$ cat config.mk
export PLATFORM = sky130hd
export DESIGN_NAME = mdio_ctrl
export DESIGN_NICKNAME = d
export VERILOG_FILES = /design/src/rtl/mdio_pkg.sv /design/src/rtl/mdio_clkgen.sv /design/src/rtl/mdio_seq.sv /design/src/rtl/mdio_ctrl.sv
export SDC_FILE = /design/constraint.sdc
export NUM_CORES = 1
export LEC_CHECK = 0
export BUFFER_PORTS_ARGS = -buffer_cell sky130_fd_sc_hd__buf_2
export CORE_ASPECT_RATIO = 0.75
export CORE_UTILIZATION = 35
export CTS_BUF_LIST = sky130_fd_sc_hd__clkbuf_8
export DETAILED_ROUTE_END_ITERATION = 16
export SLEW_MARGIN = 20
export SYNTH_ARGS = -nofsm -noshare
export SYNTH_HDL_FRONTEND = slang
export SYNTH_SLANG_ARGS = --single-unit
$ cat constraint.sdc
create_clock -name clk -period 3.9 [get_ports clk]
set_input_delay 0.39 -clock clk [delete_from_list [all_inputs] [get_ports clk]]
set_output_delay 0.39 -clock clk [all_outputs]
set_load 0.1 [all_outputs]
$ cat src/rtl/mdio_pkg.sv
package mdio_pkg;
    typedef enum logic [2:0] {
        ST_IDLE,
        ST_PREAMBLE,
        ST_HEADER,
        ST_TURN,
        ST_DATA
    } mdio_state_t;

    // command register field positions
    localparam int PHY_LSB  = 0;
    localparam int REG_LSB  = 8;
    localparam int SEL_LSB  = 16;
    localparam int WR_BIT   = 30;
    localparam int BUSY_BIT = 31;

    localparam int FIELD_W  = 5;
    localparam int SEL_W    = 3;
    localparam int DATA_W   = 16;
    localparam int HOST_W   = 32;
endpackage

$ cat src/rtl/mdio_clkgen.sv
module mdio_clkgen #(
    parameter int DIV_BASE = 2,
    parameter int SEL_W    = 3
) (
    input  logic             clk,
    input  logic             rst_n,
    input  logic             run,
    input  logic [SEL_W-1:0] sel,
    output logic             mdc,
    output logic             rise_pulse,
    output logic             slot_end
);
    localparam int N_SEL    = 1 << SEL_W;
    localparam int MAX_HALF = DIV_BASE << (N_SEL - 1);
    localparam int CNT_W    = $clog2(MAX_HALF) + 1;

    logic [CNT_W-1:0] half_tab [N_SEL];
    logic [CNT_W-1:0] cnt_q;
    logic             phase_q;
    logic             wrap;

    // terminal count per select value: (DIV_BASE << sel) - 1
    for (genvar g = 0; g < N_SEL; g++) begin : g_tab
        assign half_tab[g] = CNT_W'((DIV_BASE << g) - 1);
    end

    assign wrap = (cnt_q == half_tab[sel]);

    always_ff @(posedge clk) begin
        if (!rst_n) begin
            cnt_q   <= '0;
            phase_q <= 1'b0;
        end else if (!run) begin
            cnt_q   <= '0;
            phase_q <= 1'b0;
        end else if (wrap) begin
            cnt_q   <= '0;
            phase_q <= ~phase_q;
        end else begin
            cnt_q   <= cnt_q + 1'b1;
        end
    end

    assign mdc        = phase_q;
    assign rise_pulse = run && wrap && !phase_q;
    assign slot_end   = run && wrap && phase_q;
endmodule

$ cat src/rtl/mdio_seq.sv
module mdio_seq
    import mdio_pkg::*;
#(
    parameter int PRE_LEN = 32
) (
    input  logic               clk,
    input  logic               rst_n,
    input  logic               start,
    input  logic               is_wr,
    input  logic [FIELD_W-1:0] phy,
    input  logic [FIELD_W-1:0] regad,
    input  logic [DATA_W-1:0]  wdata,
    input  logic               rise_pulse,
    input  logic               slot_end,
    input  logic               mdio_i,
    output logic               run,
    output logic               mdio_o,
    output logic               mdio_oe,
    output logic               done,
    output logic [DATA_W-1:0]  rdata,
    output mdio_state_t        state
);
    localparam int HDR_LEN = 4 + 2 * FIELD_W;
    localparam int TA_LEN  = 2;
    localparam int SH_W    = HDR_LEN + TA_LEN + DATA_W;
    localparam int CNT_W   = $clog2(PRE_LEN + SH_W) + 1;

    mdio_state_t       state_q, state_d;
    logic [CNT_W-1:0]  cnt_q;
    logic [SH_W-1:0]   tx_q;
    logic [DATA_W-1:0] rx_q;
    logic              wr_q;

    // next-state decision
    always_comb begin
        state_d = state_q;
        unique case (state_q)
            ST_IDLE:     if (start) state_d = ST_PREAMBLE;
            ST_PREAMBLE: if (slot_end && cnt_q == CNT_W'(PRE_LEN - 1)) state_d = ST_HEADER;
            ST_HEADER:   if (slot_end && cnt_q == CNT_W'(HDR_LEN - 1)) state_d = ST_TURN;
            ST_TURN:     if (slot_end && cnt_q == CNT_W'(TA_LEN - 1))  state_d = ST_DATA;
            ST_DATA:     if (slot_end && cnt_q == CNT_W'(DATA_W - 1))  state_d = ST_IDLE;
            default:     state_d = ST_IDLE;
        endcase
    end

    // state register and frame datapath
    always_ff @(posedge clk) begin
        if (!rst_n) begin
            state_q <= ST_IDLE;
            cnt_q   <= '0;
            tx_q    <= '0;
            rx_q    <= '0;
            wr_q    <= 1'b0;
        end else begin
            state_q <= state_d;
            if (state_q == ST_IDLE) begin
                if (start) begin
                    tx_q  <= {2'b01, (is_wr ? 2'b01 : 2'b10), phy, regad, 2'b10, wdata};
                    wr_q  <= is_wr;
                    cnt_q <= '0;
                end
            end else if (slot_end) begin
                cnt_q <= (state_d != state_q) ? '0 : cnt_q + 1'b1;
                if (state_q != ST_PREAMBLE)
                    tx_q <= {tx_q[SH_W-2:0], 1'b0};
            end
            if (state_q == ST_DATA && !wr_q && rise_pulse)
                rx_q <= {rx_q[DATA_W-2:0], mdio_i};
        end
    end

    // outputs
    always_comb begin
        mdio_o  = 1'b0;
        mdio_oe = 1'b0;
        unique case (state_q)
            ST_IDLE:     begin mdio_o = 1'b0;          mdio_oe = 1'b0; end
            ST_PREAMBLE: begin mdio_o = 1'b1;          mdio_oe = 1'b1; end
            ST_HEADER:   begin mdio_o = tx_q[SH_W-1];  mdio_oe = 1'b1; end
            ST_TURN:     begin mdio_o = tx_q[SH_W-1];  mdio_oe = wr_q; end
            ST_DATA:     begin mdio_o = tx_q[SH_W-1];  mdio_oe = wr_q; end
            default:     begin mdio_o = 1'b0;          mdio_oe = 1'b0; end
        endcase
    end

    assign run   = (state_q != ST_IDLE);
    assign done  = (state_q == ST_DATA) && (state_d == ST_IDLE);
    assign rdata = rx_q;
    assign state = state_q;
endmodule

$ cat src/rtl/mdio_ctrl.sv
module mdio_ctrl
    import mdio_pkg::*;
#(
    parameter int DIV_BASE = 2,
    parameter int PRE_LEN  = 32
) (
    input  logic        clk,
    input  logic        rst_n,
    input  logic        host_we,
    input  logic        host_sel,
    input  logic [31:0] host_wdata,
    output logic [31:0] cmd_rdata,
    output logic [31:0] data_rdata,
    output logic        mdc,
    output logic        mdio_o,
    output logic        mdio_oe,
    input  logic        mdio_i
);
    logic [HOST_W-1:0] cmd_q;
    logic [HOST_W-1:0] data_q;
    logic              cmd_wr, data_wr, start;
    logic              run, rise_pulse, slot_end, done;
    logic [DATA_W-1:0] rdata;
    mdio_state_t       fsm_state;

    assign cmd_wr  = host_we && !host_sel;
    assign data_wr = host_we && host_sel;
    assign start   = cmd_wr && !cmd_q[BUSY_BIT] && host_wdata[BUSY_BIT];

    always_ff @(posedge clk) begin
        if (!rst_n) begin
            cmd_q  <= '0;
            data_q <= '0;
        end else begin
            if (cmd_wr && !cmd_q[BUSY_BIT])
                cmd_q <= host_wdata;
            else if (done)
                cmd_q[BUSY_BIT] <= 1'b0;

            if (done && !cmd_q[WR_BIT])
                data_q <= HOST_W'(rdata);
            else if (data_wr)
                data_q <= host_wdata;
        end
    end

    mdio_clkgen #(
        .DIV_BASE (DIV_BASE),
        .SEL_W    (SEL_W)
    ) u_clkgen (
        .clk        (clk),
        .rst_n      (rst_n),
        .run        (run),
        .sel        (cmd_q[SEL_LSB +: SEL_W]),
        .mdc        (mdc),
        .rise_pulse (rise_pulse),
        .slot_end   (slot_end)
    );

    mdio_seq #(
        .PRE_LEN (PRE_LEN)
    ) u_seq (
        .clk        (clk),
        .rst_n      (rst_n),
        .start      (start),
        .is_wr      (host_wdata[WR_BIT]),
        .phy        (host_wdata[PHY_LSB +: FIELD_W]),
        .regad      (host_wdata[REG_LSB +: FIELD_W]),
        .wdata      (data_q[DATA_W-1:0]),
        .rise_pulse (rise_pulse),
        .slot_end   (slot_end),
        .mdio_i     (mdio_i),
        .run        (run),
        .mdio_o     (mdio_o),
        .mdio_oe    (mdio_oe),
        .done       (done),
        .rdata      (rdata),
        .state      (fsm_state)
    );

    assign cmd_rdata  = cmd_q;
    assign data_rdata = data_q;
endmodule

==> flow_summary.rst <==
.. list-table::
   :header-rows: 1

   * - Metric
     - Value
   * - Run status
     - finished, final reports clean
   * - Total congestion overflow
     - 0
   * - Global placer's final weighted congestion
     - 0.829
   * - Pin count of the biggest net entering global routing
     - 58
   * - Post-synthesis average cell area
     - 8.57 µm²
   * - CP bufs+invs
     - 1
   * - Clk_lat worst skew
     - 440 ps
   * - IO Count
     - 104
   * - Number of enable flip-flop cells after synthesis
     - 0
   * - Via-per-instance ratio
     - 5.18
   * - Sum of negative setup slack
     - 0 ps
   * - Leakage
     - 2.93 nW
   * - Synth Cell Area
     - 5730 µm²
   * - Post-route standard cell area excluding fillers
     - 6880 µm²
   * - Biggest fanout along the worst timing path
     - 17
   * - Horizontal die dimension
     - 150 µm
   * - Data required time of the worst path
     - 3510 ps
   * - Clock tree from TritonCTS
     - yes
   * - Sequential element share of the synthesized area
     - 0.465
   * - Post-CTS Resized
     - 0
   * - Maximum clock insertion buffer count
     - 2
   * - Top post-synthesis cells by count
     - 190 x nand2_1, 133 x dfxtp_1, 51 x a21oi_1
   * - Crit path max-delay family
     - simple AND/OR/NAND/NOR gates
   * - Cell mode on critical path
     - nand2_1
   * - Average routed wire per standard cell
     - 16.1 µm
   * - Number of buffers inserted during clock tree synthesis
     - 17
   * - Share of async-settable or async-resettable flops after synthesis
     - 0
   * - Worst ir drop on vdd
     - 0.218 mV
   * - Data arrival time of the critical path
     - 2290 ps
   * - DRC violations left
     - 0
   * - Main area contributors after synthesis
     - dfxtp_1 46%, nand2_1 12%, mux2i_1 7.5%
   * - Floorplan row count
     - 40
   * - H-tree lvl count
     - 4
   * - Worst-case headroom to the max-slew limit
     - 0.316
   * - Initial antenna violation count
     - 0
   * - Launching element type of the critical path
     - flip-flop
   * - Worst-path clk slew
     - 80 ps
   * - Maxcap violations
     - 0
   * - YS warnings
     - 0
   * - Detailed-route wire length
     - 15700 µm
   * - Kind of end point of the critical path
     - primary output
   * - Tot GR Track Use
     - 0.189
   * - Period Utilization, post-route
     - 0.687
   * - Area of the placeable core
     - 16000 µm²
   * - Setup violation total in the final timing report
     - 0
   * - Antenna Cells
     - 0
   * - Synthesized instance count
     - 668
   * - Die area
     - 16900 µm²
   * - Number of I/O port buffers
     - 103
   * - Root buffer cell
     - clkbuf_8
   * - Count of hold-fix buffers inserted at cts
     - 0
   * - Final hold vios
     - 0
   * - Fin. max-slew vios
     - 0
   * - Iter 0 DRT Violations
     - 328
   * - Top flip-flop cell by instance count after synthesis
     - dfxtp_1
   * - Top achievable clock speed
     - 373 MHz
   * - Starting density of the core
     - 0.358
   * - Layout overhead on the synthesized area
     - 20.2%
   * - Cell type contributing the most total cell area after synthesis
     - dfxtp_1
   * - Worst hold path class
     - in -> reg
   * - Least-Margin Pin Slew
     - 1030 ps
   * - First drt pass iteration count
     - 5
   * - Height of the die
     - 113 µm
   * - Sum of net half-perimeters after detailed placement
     - 10200 µm
   * - Area share of the leading cell type in the synthesized netlist
     - 0.465
   * - Type of the worst setup path
     - reg -> out
   * - RSZ-0062 raised after global routing
     - false
   * - Slowest cell on the critical path
     - dfxtp_1
   * - Layout Skew
     - 12.3 ps
   * - Count of nets left with antenna violations after detail routing
     - 0
   * - Cells along the critical path
     - nor2b_1 -> nand2_1 -> nand2_1 -> buf_2
   * - Synth unique cells
     - 52
   * - Number of global-route vias before repair
     - 4623
   * - Standard cell area after detailed placement
     - 6370 µm²
   * - Power density over the cells
     - 496 nW/µm²
   * - CTS sink count
     - 133
   * - Crit path largest cell delay
     - 460 ps
   * - Tmin final
     - 2680 ps
   * - Fraction of layout cells with a size suffix above 1
     - 0.218
   * - Flops & latches, synth
     - 133
   * - Via count
     - 5039
   * - Count of nets after finishing
     - 790
   * - Synthesized net count
     - 708
   * - Most used standard cell by instance count after synthesis
     - nand2_1
   * - Number of setup buffers added after CTS
     - 0
   * - Global-route wire length before repair
     - 24900 µm
cell families after synthesis:
group	synth area share
buf+inv	0.0474
simple gates	0.221
flops	0.465
mux	0.0751
fa+ha+maj	0.00655
xor+xnor	0.0168
compound gates	0.168
sequential cells by signal, summed over array words and instances (netlist names):
signal / cells
data_rdata: 32
u_clkgen.cnt_q: 9
u_seq.cnt_q: 7
u_seq.rdata: 16
u_seq.wr_q: 1
u_seq.tx_q: 32
cmd_rdata: 32
u_seq.state: 3
u_clkgen.mdc: 1
area by class of cell:
class                   count  area, µm²
inverters                  11       41.3
flip-flops and latches    133       2660
clock inverters            15        275
clock buffers              17        234
well taps                 210        263
repair buffers            115        606
multi-input cells         472       2800
fillers                  1654       9130
path summary, 6_finish.rpt:
path                              start                           to  slack (ps)  cells past startpoint
max           u_seq.state[0]$_SDFF_PN0_                       mdio_o        1220                      4
min                      host_wdata[23]  data_rdata[23]$_SDFFE_PP0P_         190                      3
max reg2reg  cmd_rdata[18]$_SDFFE_PN0P_  data_rdata[29]$_SDFFE_PP0P_        1280                      7
min reg2reg  cmd_rdata[15]$_SDFFE_PN0P_   cmd_rdata[15]$_SDFFE_PN0P_         460                      2
tightest hold or removal path, delay by kind of cell:
family / cells / cell delay, ps
buffers and inverters: 1 / 110
AND/OR/NAND/NOR: 1 / 50
AO/OA/AOI/OAI: 1 / 50
per-stage QoR:
stage          setup WS [ps]  utilization  hold slack [ps]  instances  power (mW)
2_1_floorplan            821            -              435        668        1.85
3_3_place_gp            1340        0.398              439        941        1.96
3_5_place_dp            1300        0.398              445        941        1.96
4_1_cts                 1230        0.430              171        973        3.44
5_1_grt                 1060        0.430              167        973        3.54
6_report                1220        0.430              192        973        3.42
placed cells by master, fill, tap and decap left out, types with 3 or more instances in the layout:
cell / count
and3_1: 3
o221a_2: 9
a21oi_1: 51
nor2_1: 33
inv_1: 10
clkbuf_8: 17
o21ai_0: 9
nand4_1: 13
dfxtp_1: 133
clkinv_4: 4
nand2_1: 190
bufinv_16: 7
buf_4: 12
xnor2_1: 3
xor2_1: 8
nor3_1: 4
buf_2: 103
a311oi_1: 17
o211ai_1: 6
nand4b_1: 3
ha_1: 3
mux2i_1: 43
and2_1: 5
nand3_1: 14
o221a_1: 21
nand2b_1: 3
power by group:
| part | switching [mW] | internal [mW] | leakage (nW) |
|---|---|---|---|
| registers | 0.0342 | 1.41 | 1.08 |
| clock network | 0.592 | 0.897 | 0.251 |
| logic | 0.384 | 0.103 | 1.59 |
metal layers:
layer	routed length (µm)	up-vias	track usage
met5	0	-	0
met4	154	0	0.0559
met3	979	14	0.0387
met2	6620	168	0.270
met1	7950	2350	0.281
li1	-	2507	-
Note: power is estimated with default switching activity, not from simulation.
